**src/rtl/cap_pkg.sv**
```systemverilog
package cap_pkg;
  localparam int REG_AW = 4;

  typedef enum logic [REG_AW-1:0] {
    RI_CTRL      = 4'd0,
    RI_IRQ_EN    = 4'd1,
    RI_IRQ_STAT  = 4'd2,
    RI_B0_Y      = 4'd3,
    RI_B0_C      = 4'd4,
    RI_B1_Y      = 4'd5,
    RI_B1_C      = 4'd6,
    RI_STRIDE    = 4'd7,
    RI_LAST_LINE = 4'd8,
    RI_LAST_PIX  = 4'd9
  } reg_idx_e;

  localparam int CTRL_EN       = 0;
  localparam int CTRL_PP       = 1;
  localparam int CTRL_LL       = 2;
  localparam int BURST_LSB     = 12;
  localparam int BURST_W       = 4;
  localparam int ST_FRAME      = 0;
  localparam int ST_LINE       = 1;
  localparam int ST_POST_FRAME = 9;

  typedef struct packed {
    logic [BURST_W-1:0] burst;
    logic               line_loop;
    logic               ping_pong;
    logic               enable;
  } ctrl_t;
endpackage

```
**src/rtl/cap_regs.sv**
```systemverilog
module cap_regs
  import cap_pkg::*;
#(
  parameter int DW    = 32,
  parameter int CNT_W = 13,
  parameter int IRQ_W = 10,
  parameter int NPL   = 2
) (
  input  logic                     clk_i,
  input  logic                     rst_ni,
  input  logic                     we_i,
  input  logic [REG_AW-1:0]        addr_i,
  input  logic [DW-1:0]            wdata_i,
  output logic [DW-1:0]            rdata_o,
  output ctrl_t                    ctrl_o,
  output logic [NPL-1:0][DW-1:0]   base0_o,
  output logic [NPL-1:0][DW-1:0]   base1_o,
  output logic [DW-1:0]            stride_o,
  input  logic                     ev_frame_i,
  input  logic                     ev_line_i,
  input  logic [CNT_W-1:0]         last_line_i,
  input  logic [CNT_W-1:0]         last_pix_i,
  output logic [IRQ_W-1:0]         stat_o,
  output logic [IRQ_W-1:0]         irq_en_o,
  output logic                     irq_o
);
  ctrl_t                   ctrl_q;
  logic [IRQ_W-1:0]        irq_en_q, stat_q, stat_set, stat_clr;
  logic [NPL-1:0][DW-1:0]  base0_q, base1_q;
  logic [DW-1:0]           stride_q;
  reg_idx_e                idx;

  assign idx = reg_idx_e'(addr_i);

  always_ff @(posedge clk_i or negedge rst_ni) begin
    if (!rst_ni) begin
      ctrl_q   <= '0;
      irq_en_q <= '0;
      base0_q  <= '0;
      base1_q  <= '0;
      stride_q <= '0;
    end else if (we_i) begin
      case (idx)
        RI_CTRL: begin
          ctrl_q.enable    <= wdata_i[CTRL_EN];
          ctrl_q.ping_pong <= wdata_i[CTRL_PP];
          ctrl_q.line_loop <= wdata_i[CTRL_LL];
          ctrl_q.burst     <= wdata_i[BURST_LSB +: BURST_W];
        end
        RI_IRQ_EN: irq_en_q   <= wdata_i[IRQ_W-1:0];
        RI_B0_Y:   base0_q[0] <= wdata_i;
        RI_B0_C:   base0_q[1] <= wdata_i;
        RI_B1_Y:   base1_q[0] <= wdata_i;
        RI_B1_C:   base1_q[1] <= wdata_i;
        RI_STRIDE: stride_q   <= wdata_i;
        default: ;
      endcase
    end
  end

  // status: set beats write-one-to-clear
  always_comb begin
    stat_set                = '0;
    stat_set[ST_FRAME]      = ev_frame_i;
    stat_set[ST_LINE]       = ev_line_i;
    stat_set[ST_POST_FRAME] = ev_frame_i;
    stat_clr = (we_i && idx == RI_IRQ_STAT) ? wdata_i[IRQ_W-1:0] : '0;
  end

  always_ff @(posedge clk_i or negedge rst_ni) begin
    if (!rst_ni) stat_q <= '0;
    else         stat_q <= (stat_q & ~stat_clr) | stat_set;
  end

  always_comb begin
    rdata_o = '0;
    case (idx)
      RI_CTRL: begin
        rdata_o[CTRL_EN]                = ctrl_q.enable;
        rdata_o[CTRL_PP]                = ctrl_q.ping_pong;
        rdata_o[CTRL_LL]                = ctrl_q.line_loop;
        rdata_o[BURST_LSB +: BURST_W]   = ctrl_q.burst;
      end
      RI_IRQ_EN:    rdata_o[IRQ_W-1:0] = irq_en_q;
      RI_IRQ_STAT:  rdata_o[IRQ_W-1:0] = stat_q;
      RI_B0_Y:      rdata_o = base0_q[0];
      RI_B0_C:      rdata_o = base0_q[1];
      RI_B1_Y:      rdata_o = base1_q[0];
      RI_B1_C:      rdata_o = base1_q[1];
      RI_STRIDE:    rdata_o = stride_q;
      RI_LAST_LINE: rdata_o[CNT_W-1:0] = last_line_i;
      RI_LAST_PIX:  rdata_o[CNT_W-1:0] = last_pix_i;
      default: ;
    endcase
  end

  assign ctrl_o   = ctrl_q;
  assign base0_o  = base0_q;
  assign base1_o  = base1_q;
  assign stride_o = stride_q;
  assign stat_o   = stat_q;
  assign irq_en_o = irq_en_q;
  assign irq_o    = |(stat_q & irq_en_q);
endmodule

```
**src/rtl/cap_seq.sv**
```systemverilog
module cap_seq #(
  parameter int CNT_W = 13
) (
  input  logic             clk_i,
  input  logic             rst_ni,
  input  logic             en_i,
  input  logic             pp_i,
  input  logic             pix_valid_i,
  input  logic             line_end_i,
  input  logic             frame_end_i,
  output logic             run_o,
  output logic             sel_o,
  output logic             stop_req_o,
  output logic             wr_valid_o,
  output logic             ev_frame_o,
  output logic             ev_line_o,
  output logic [CNT_W-1:0] line_cnt_o,
  output logic [CNT_W-1:0] pix_cnt_o,
  output logic [CNT_W-1:0] last_line_o,
  output logic [CNT_W-1:0] last_pix_o
);
  logic             run_q, sel_q, stop_req_q, stop_now, pix_inc;
  logic [CNT_W-1:0] line_cnt_q, pix_cnt_q, line_len_q, last_line_q, last_pix_q, pix_total;

  always_comb begin
    stop_now   = stop_req_q | ~en_i;
    ev_frame_o = run_q & frame_end_i;
    ev_line_o  = run_q & line_end_i;
    pix_inc    = run_q & pix_valid_i;
    pix_total  = pix_cnt_q + CNT_W'(pix_inc);
  end

  always_ff @(posedge clk_i or negedge rst_ni) begin
    if (!rst_ni) begin
      run_q       <= 1'b0;
      sel_q       <= 1'b0;
      stop_req_q  <= 1'b0;
      line_cnt_q  <= '0;
      pix_cnt_q   <= '0;
      line_len_q  <= '0;
      last_line_q <= '0;
      last_pix_q  <= '0;
    end else if (!run_q) begin
      if (en_i) begin
        run_q      <= 1'b1;
        sel_q      <= 1'b0;
        stop_req_q <= 1'b0;
        line_cnt_q <= '0;
        pix_cnt_q  <= '0;
      end
    end else begin
      if (ev_frame_o) begin
        last_line_q <= line_cnt_q + CNT_W'(line_end_i);
        last_pix_q  <= line_end_i ? pix_total : line_len_q;
        line_cnt_q  <= '0;
        pix_cnt_q   <= '0;
        stop_req_q  <= 1'b0;
        run_q       <= en_i;
        if (stop_now)  sel_q <= 1'b0;
        else if (pp_i) sel_q <= ~sel_q;
      end else begin
        if (!en_i) stop_req_q <= 1'b1;
        if (ev_line_o) begin
          line_cnt_q <= line_cnt_q + 1'b1;
          pix_cnt_q  <= '0;
        end else if (pix_inc) begin
          pix_cnt_q  <= pix_total;
        end
      end
      if (ev_line_o) line_len_q <= pix_total;
    end
  end

  assign run_o       = run_q;
  assign sel_o       = sel_q;
  assign stop_req_o  = stop_req_q;
  assign wr_valid_o  = pix_inc;
  assign line_cnt_o  = line_cnt_q;
  assign pix_cnt_o   = pix_cnt_q;
  assign last_line_o = last_line_q;
  assign last_pix_o  = last_pix_q;
endmodule

```
**src/rtl/cap_addr.sv**
```systemverilog
module cap_addr #(
  parameter int DW        = 32,
  parameter int CNT_W     = 13,
  parameter int PIX_BYTES = 2,
  parameter int NPL       = 2
) (
  input  logic                   sel_i,
  input  logic                   line_loop_i,
  input  logic [CNT_W-1:0]       line_cnt_i,
  input  logic [CNT_W-1:0]       pix_cnt_i,
  input  logic [DW-1:0]          stride_i,
  input  logic [NPL-1:0][DW-1:0] base0_i,
  input  logic [NPL-1:0][DW-1:0] base1_i,
  output logic [NPL-1:0][DW-1:0] addr_o
);
  localparam logic [DW-1:0] PIX_STEP = DW'(PIX_BYTES);

  logic [DW-1:0] line_off, pix_off;

  assign line_off = line_loop_i ? '0 : DW'(line_cnt_i) * stride_i;
  assign pix_off  = DW'(pix_cnt_i) * PIX_STEP;

  for (genvar g = 0; g < NPL; g++) begin : g_plane
    logic [DW-1:0] base_sel;
    assign base_sel  = sel_i ? base1_i[g] : base0_i[g];
    assign addr_o[g] = base_sel + line_off + pix_off;
  end
endmodule

```
**src/rtl/frame_capture_pp.sv**
```systemverilog
module frame_capture_pp
  import cap_pkg::*;
#(
  parameter int DW        = 32,
  parameter int CNT_W     = 13,
  parameter int IRQ_W     = 10,
  parameter int PIX_BYTES = 2
) (
  input  logic              clk_i,
  input  logic              rst_ni,
  input  logic              reg_we_i,
  input  logic [REG_AW-1:0] reg_addr_i,
  input  logic [DW-1:0]     reg_wdata_i,
  output logic [DW-1:0]     reg_rdata_o,
  input  logic              pix_valid_i,
  input  logic              line_end_i,
  input  logic              frame_end_i,
  output logic              wr_valid_o,
  output logic [DW-1:0]     wr_addr_y_o,
  output logic [DW-1:0]     wr_addr_c_o,
  output logic              irq_o
);
  localparam int NPL = 2;

  ctrl_t                  ctrl_q;
  logic [NPL-1:0][DW-1:0] base0, base1, addr;
  logic [DW-1:0]          stride;
  logic [IRQ_W-1:0]       stat, irq_en;
  logic                   run_w, sel_w, stop_w, ev_frame, ev_line;
  logic [CNT_W-1:0]       line_cnt, pix_cnt, last_line, last_pix;

  cap_regs #(.DW(DW), .CNT_W(CNT_W), .IRQ_W(IRQ_W), .NPL(NPL)) u_regs (
    .clk_i, .rst_ni,
    .we_i(reg_we_i), .addr_i(reg_addr_i), .wdata_i(reg_wdata_i), .rdata_o(reg_rdata_o),
    .ctrl_o(ctrl_q), .base0_o(base0), .base1_o(base1), .stride_o(stride),
    .ev_frame_i(ev_frame), .ev_line_i(ev_line),
    .last_line_i(last_line), .last_pix_i(last_pix),
    .stat_o(stat), .irq_en_o(irq_en), .irq_o(irq_o)
  );

  cap_seq #(.CNT_W(CNT_W)) u_seq (
    .clk_i, .rst_ni,
    .en_i(ctrl_q.enable), .pp_i(ctrl_q.ping_pong),
    .pix_valid_i, .line_end_i, .frame_end_i,
    .run_o(run_w), .sel_o(sel_w), .stop_req_o(stop_w), .wr_valid_o(wr_valid_o),
    .ev_frame_o(ev_frame), .ev_line_o(ev_line),
    .line_cnt_o(line_cnt), .pix_cnt_o(pix_cnt),
    .last_line_o(last_line), .last_pix_o(last_pix)
  );

  cap_addr #(.DW(DW), .CNT_W(CNT_W), .PIX_BYTES(PIX_BYTES), .NPL(NPL)) u_addr (
    .sel_i(sel_w), .line_loop_i(ctrl_q.line_loop),
    .line_cnt_i(line_cnt), .pix_cnt_i(pix_cnt), .stride_i(stride),
    .base0_i(base0), .base1_i(base1), .addr_o(addr)
  );

  assign wr_addr_y_o = addr[0];
  assign wr_addr_c_o = addr[1];
endmodule

```
**config.mk**
```make
export PLATFORM = sky130hd
export DESIGN_NAME = frame_capture_pp
export DESIGN_NICKNAME = d
export VERILOG_FILES = /design/src/rtl/cap_pkg.sv /design/src/rtl/cap_regs.sv /design/src/rtl/cap_seq.sv /design/src/rtl/cap_addr.sv /design/src/rtl/frame_capture_pp.sv
export SDC_FILE = /design/constraint.sdc
export NUM_CORES = 1
export LEC_CHECK = 0
export ABC_AREA = 0
export BUFFER_PORTS_ARGS = -buffer_cell sky130_fd_sc_hd__buf_4
export CAP_MARGIN = 20
export CORE_MARGIN = 2
export CORE_UTILIZATION = 64
export CTS_CLUSTER_DIAMETER = 100
export DETAILED_ROUTE_END_ITERATION = 12
export GPL_ROUTABILITY_DRIVEN = 0
export HOLD_SLACK_MARGIN = 0.08
export PLACE_DENSITY_LB_ADDON = 0.08
export SLEW_MARGIN = 20
export SYNTH_ARGS = -nofsm -noshare
export SYNTH_HDL_FRONTEND = slang
export SYNTH_SLANG_ARGS = --single-unit
export TNS_END_PERCENT = 100
```
**constraint.sdc**
```tcl
create_clock -name clk_i -period 12.42 [get_ports clk_i]
set_input_delay 1.242 -clock clk_i [delete_from_list [all_inputs] [get_ports clk_i]]
set_output_delay 1.242 -clock clk_i [all_outputs]
set_load 0.02 [all_outputs]
```
==> flow_metrics.tcl, run 1 <==
set metrics [dict create \
    status "complete, no violations" \
    utilization_pct 70.06 \
    clock_latency_ns 0.58 \
    grt_pass1_wl_microns 120100 \
    cp.required_ns 11.18 \
    post-route-period-util_pct 90.93 \
    io_pins 140 \
    hold_buffers 0 \
    initialDrtViolationCount 1827 \
    rsz0062_at_grt "false" \
    grt_overflow 0 \
    start_util_pct 64.56 \
    worst_path_max_delay_cell "dfrtp_1" \
    ys_seq_elements 255 \
    synth_fp_nets 3217 \
    relSlewSlack_pct 20.81 \
    num_vias 20820 \
    drc 0 \
    avgRoutedWirePerCell_microns 22.66 \
    grt_pass1_vias 21490 \
    viasPerCell 6.223 \
    dieArea_sq_um 42730 \
    slowest_delay_ns 1.00 \
    yosys.area.top_type "dfrtp_1" \
    hp-class "flop to flop" \
    synth_edf_count 0 \
    setup_tns_ns 0 \
    cts_resized 0 \
    finalCriticalPeriod_ns 11.29 \
    clk_path_buf_depth 3 \
    cp_max_fo 23 \
    seq_area_frac_synth_pct 24.26 \
    cts_setup_buffers 0 \
    die_y_microns 206.7 \
    cts_made_buffers 26 \
    synth.most_common_cell "inv_1" \
    diodes 0 \
    nets 3273 \
    coreArea_sq_um 40740 \
    grt_max_degree 97 \
    synth.area.top_cells "dfrtp_1 (24%), fa_1 (22%), mux2_2 (11%)" \
    fp.dieW_microns 206.7 \
    ir_drop_uv 198.4 \
    synth-main-ff-cell "dfrtp_1" \
    worstSetupPathType "flop to primary output" \
    clk_pin_slew_ns 0.06 \
    hold_viol 0 \
    yosysWarnings 0 \
    skew_ns 0.04706 \
    total_power_uw 3730 \
    synthToLayoutAreaGrowth_pct 8.520 \
    min_path_cells 2 \
    critical_path_arrival_ns 10.05 \
    place_inst 3302 \
    cts.sinks 255 \
    worstMarginPinSlew_ns 1.188 \
    synth_top_cell_area_share_pct 24.26 \
    p_leak_uw 0.01354 \
    cp-end-kind "primary output" \
    fmax_ghz 0.08855 \
    yosys-top-cells-count "inv_1 (335), nand2_1 (329), fa_1 (285)" \
    netlist_area_sq_um 26300 \
    fin_cells 3345 \
    holdWs_ns 0.4845 \
    regArea_sq_um 6384 \
    io_buffers 139 \
    final-max-slew-violation-count 0 \
    track_usage_pct 36.60 \
    async_reset_ff_share_pct 100.0 \
    drive_above_1_share_pct 17.35 \
    cts_tree "done" \
    multi_input_area_sq_um 18160 \
    antenna_left 0 \
    wl_microns 75800 \
    synthCells 2742 \
    setup_viol 0 \
    synth.distinct_cells 71 \
    drtPass1Iterations 6 \
    synth.avg_cell_area_sq_um 9.592 \
    h-tree-depth 1 \
    place_hpwl_microns 57260 \
    drv_cap 0 \
    crit_top_cell "fa_1" \
    antenna_found_initial 4 \
    reg2reg_depth 11 \
    fillers 3111 \
    core.rowCount 74 \
    clock-root-buffer "clkbuf_16" \
    powerDensity_nw_per_um2 130.7 \
    start_kind "flop" \
]
stage by stage:
stage / setup WS, ns / instance area, sq um
final: 1.127 / 28540
after floorplan: 3.004 / 26300
after global routing: 0.6448 / 28540
after detailed placement: 1.698 / 27720
after global placement: 1.793 / 27720
after CTS: 1.034 / 28540
worst paths after layout:
| path | startpoint | endpoint | slack (ns) |
|---|---|---|---|
| setup / recovery | u_seq.line_cnt_o[5] | wr_addr_y_o[31] | 1.13 |
| hold / removal | u_seq.last_pix_o[12] | u_seq.last_pix_o[12] | 0.48 |
| setup reg to reg | u_seq.run_o | u_seq.last_pix_o[12] | 9.44 |
| hold reg to reg | u_seq.last_pix_o[12] | u_seq.last_pix_o[12] | 0.48 |
| max in group asynchronous | rst_ni | u_seq.sel_o | 9.50 |
| min in group asynchronous | rst_ni | u_seq.line_len_q[2] | 0.67 |
per-layer routing:
layer	routed length (microns)	vias up	GRT usage [%]
met5	57	-	0
met4	2033	8	10.94
met3	7813	150	7.504
met2	33730	1075	56.13
met1	32170	10390	52.85
li1	-	9193	-
where the power goes:
| group | switching (uW) | internal, uW | leakage [uW] | total [uW] |
|---|---|---|---|---|
| registers | 253 | 1000 | 0.00320 | 1250 |
| logic | 984 | 730 | 0.00994 | 1710 |
| clock network | 338 | 425 | 0.000403 | 763 |
| total | 1570 | 2160 | 0.0135 | 3730 |
cell families (layout without fill, tap and decap cells):
| group | Yosys count | after routing | share of synthesized area [%] |
|---|---|---|---|
| DFF | 255 | 255 | 24.26 |
| xor gates and xnor gates | 119 | 119 | 4.015 |
| AOI/OAI and AO/OA | 447 | 447 | 11.22 |
| adders and majority gates | 433 | 433 | 28.73 |
| and+or+nand+nor | 739 | 739 | 13.25 |
| muxes | 276 | 276 | 11.74 |
| buffers and inverters | 473 | 544 | 6.784 |
placed cells by master (no fill, tap or decap), types with 15 or more instances in the layout:
master | synthesis | layout
ha_1 | 148 | 148
nor2_1 | 104 | 102
a31oi_1 | 15 | 15
a21o_1 | 34 | 34
clkbuf_16 | 0 | 26
nor2b_1 | 18 | 18
mux2i_1 | 17 | 17
and2_1 | 137 | 137
xor2_1 | 34 | 34
inv_1 | 335 | 335
dfrtp_1 | 255 | 253
nand2_1 | 329 | 329
nand3_1 | 39 | 39
xnor2_1 | 84 | 84
buf_4 | 0 | 164
nand2b_1 | 16 | 16
o21a_1 | 15 | 15
a22oi_1 | 71 | 71
nor3_1 | 30 | 29
mux2_2 | 259 | 259
fa_1 | 285 | 285
o21ai_0 | 130 | 130
a21oi_1 | 72 | 72
worst max-delay path, delay by kind of cell, from the launching register on:
kind | cells | cell delay, ns
AO/OA/AOI/OAI | 12 | 3.09
XOR/XNOR | 1 | 0.34
adder cells (fa/ha/maj) | 8 | 3.35
buffers and inverters | 5 | 0.52
flip-flops | 1 | 1.00
AND/OR/NAND/NOR | 5 | 1.14
state kept, by name, summed over array words and instances, names as in the netlist, 10 cells and up:
signal / cells
u_regs.irq_en_o: 10
u_regs.stride_o: 32
u_seq.last_line_o: 13
u_regs.base1_o: 64
u_regs.base0_o: 64
u_seq.pix_cnt_o: 13
u_regs.stat_o: 10
u_seq.line_len_q: 13
u_seq.line_cnt_o: 13
u_seq.last_pix_o: 13
final cells by class:
class	instances	share of cell area, %
inverter	335	4.406
multi-input combinational	2014	63.62
timing repair buffer	166	4.406
clock buffer	37	2.670
tap	532	2.332
sequential	255	22.37
clock inverter	6	0.2016
(Power assumes the default switching activity.)
==> run 2: changes to the inputs <==
--- a/config.mk
+++ b/config.mk
@@ -9,7 +9,7 @@
 export BUFFER_PORTS_ARGS = -buffer_cell sky130_fd_sc_hd__buf_4
 export CAP_MARGIN = 20
 export CORE_MARGIN = 2
-export CORE_UTILIZATION = 64
+export CORE_UTILIZATION = 60
 export CTS_CLUSTER_DIAMETER = 100
 export DETAILED_ROUTE_END_ITERATION = 12
 export GPL_ROUTABILITY_DRIVEN = 0
==> run 2 against run 1 <==
Effect of this change:
- non-clock buffer count is 4 higher
- global-route usage is 1.4 points lower
- sequential share of layout area is 0.16 points lower
- fmax is 0.38% higher
- clock skew hardly changed
- via count hardly changed
- wire length is 2.6% higher
- worst hold slack better by 0.0020 ns
- combinational power hardly changed
- die area is 6.5% higher
- largest cell class unchanged
- largest power group unchanged
==> flow_metrics.tcl, run 2 (synthesis results as in run 1) <==
set metrics [dict create \
    clk_pin_slew_ns 0.06 \
    final_cell_mix "inv_1 (335), nand2_1 (329), fa_1 (285)" \
    reg2reg_from "u_seq.run_o" \
    start_util_pct 60.92 \
    clock_latency_ns 0.59 \
    powerDensity_nw_per_um2 132.2 \
    status "complete, no violations" \
    final-max-slew-violation-count 0 \
    worst_path_max_delay_cell "dfrtp_1" \
    min_path_cells 2 \
    cts_resized 0 \
    io_buffers 139 \
    post_dp_cell_area_sq_um 27810 \
    finalCriticalPeriod_ns 11.25 \
    worstMarginPinSlew_ns 1.067 \
    hold_viol 0 \
    min_from "u_seq.last_pix_o[11]" \
    crit_top_cell "fa_1" \
    grt_max_degree 125 \
    drtPass1Iterations 8 \
    die_y_microns 213.4 \
    track_usage_pct 35.20 \
    cts.sinks 255 \
    cp.required_ns 11.18 \
    ir_drop_uv 195.8 \
    drc 0 \
    reg2reg_depth 11 \
    cts_tree "done" \
    grt_pass1_vias 21510 \
    design_area_sq_um 28740 \
    clock-root-buffer "clkbuf_16" \
    rr_endpoint "u_seq.last_pix_o[12]" \
    viasPerCell 6.102 \
    fmax_ghz 0.08888 \
    dieArea_sq_um 45530 \
    num_vias 20800 \
    cp-end-kind "primary output" \
    place_hpwl_microns 58850 \
    slowest_delay_ns 1.00 \
    post-route-period-util_pct 90.59 \
    fp.dieW_microns 213.4 \
    cts_setup_buffers 0 \
    drive_above_1_share_pct 17.65 \
    p_leak_uw 0.01361 \
    io_pins 140 \
    min_to "u_seq.last_pix_o[11]" \
    clk_path_buf_depth 3 \
    hp-class "flop to flop" \
    nets 3279 \
    hold_buffers 0 \
    rsz0062_at_grt "false" \
    cts_made_buffers 28 \
    core.rowCount 76 \
    cp_max_fo 23 \
    skew_ns 0.04732 \
    grt_pass1_wl_microns 121700 \
    rrSetupSlack_ns 9.44 \
    worstSetupPathType "flop to primary output" \
    coreArea_sq_um 43170 \
    grt_overflow 0 \
    critical_path_arrival_ns 10.01 \
    synthToLayoutAreaGrowth_pct 9.286 \
    initialDrtViolationCount 1807 \
    setup_viol 0 \
    avgRoutedWirePerCell_microns 22.82 \
    relSlewSlack_pct 28.78 \
    antenna_left 0 \
    start_kind "flop" \
    fillers 3568 \
    h-tree-depth 1 \
    setup_tns_ns 0 \
    drv_cap 0 \
    antenna_found_initial 3 \
    wl_microns 77760 \
    layout_commonest_cell "inv_1" \
]
[run 2: changes by cell type in the layout (fill, tap and decap cells not counted), moves of 2 or more]
cell       change
buf_4          +4
clkbuf_16      +2
nor2_2         +2
nor2_1         -2
inv_6          +3
[run 2: area by class of cell]
type	instances	area [sq um]	area share, %
multi-input combinational	2014	18170	63.21
sequential	255	6382	22.20
timing repair buffer	170	1284	4.466
inverter	335	1257	4.375
clock buffer	40	815.8	2.838
tap	585	732.0	2.546
clock inverter	8	101.3	0.3526
antenna	1	2.502	0.008706
[run 2: through the flow]
stage	hold WS [ns]	util [%]	cells	total power, uW	setup slack (ns)
2_1_floorplan	0.4496	-	2742	2280	3.004
3_3_place_gp	0.4719	64.42	3358	2891	1.955
3_5_place_dp	0.4758	64.42	3358	2932	1.920
4_1_cts	0.4841	66.55	3406	3776	1.244
5_1_grt	0.5154	66.57	3407	3999	0.4870
6_report	0.4865	66.58	3408	3800	1.169
[run 2: worst max-delay path: cells and delay by family (launching register included)]
| kind | cells | cell delay, ns |
|---|---|---|
| DFF | 1 | 1.00 |
| AOI/OAI and AO/OA | 12 | 3.09 |
| xor gates and xnor gates | 1 | 0.34 |
| and+or+nand+nor | 5 | 1.12 |
| buffers and inverters | 5 | 0.53 |
| adders and majority gates | 8 | 3.30 |
[run 2: how the worst max path moves through the flow]
stage / slack [ns] / to / depth (start not counted) / start
floorplan: 3.00 / wr_addr_y_o[31] / 31 / u_seq.line_cnt_o[5]
global placement: 1.95 / wr_addr_y_o[31] / 31 / u_seq.line_cnt_o[6]
detailed placement: 1.92 / wr_addr_y_o[31] / 31 / u_seq.line_cnt_o[6]
CTS: 1.24 / wr_addr_y_o[31] / 31 / u_seq.line_cnt_o[6]
global route: 0.49 / wr_addr_y_o[31] / 31 / u_seq.line_cnt_o[6]
finish: 1.17 / wr_addr_y_o[31] / 31 / u_seq.line_cnt_o[6]
[run 2: metal layers]
| layer | up-vias | part of all wire, % | wire length [microns] | global-route usage (%) |
|---|---|---|---|---|
| li1 | 9208 | - | - | - |
| met1 | 10470 | 44 | 33990 | 51.07 |
| met2 | 973 | 44 | 34300 | 53.73 |
| met3 | 139 | 9.6 | 7460 | 7.630 |
| met4 | 4 | 2.6 | 1984 | 9.794 |
| met5 | - | 0.033 | 26 | 0 |
[run 2: power by group]
group          leakage, uW  switching [uW]  internal, uW
Combinational      0.00996             986           729
Sequential         0.00320             251          1000
Clock             0.000452             355           479
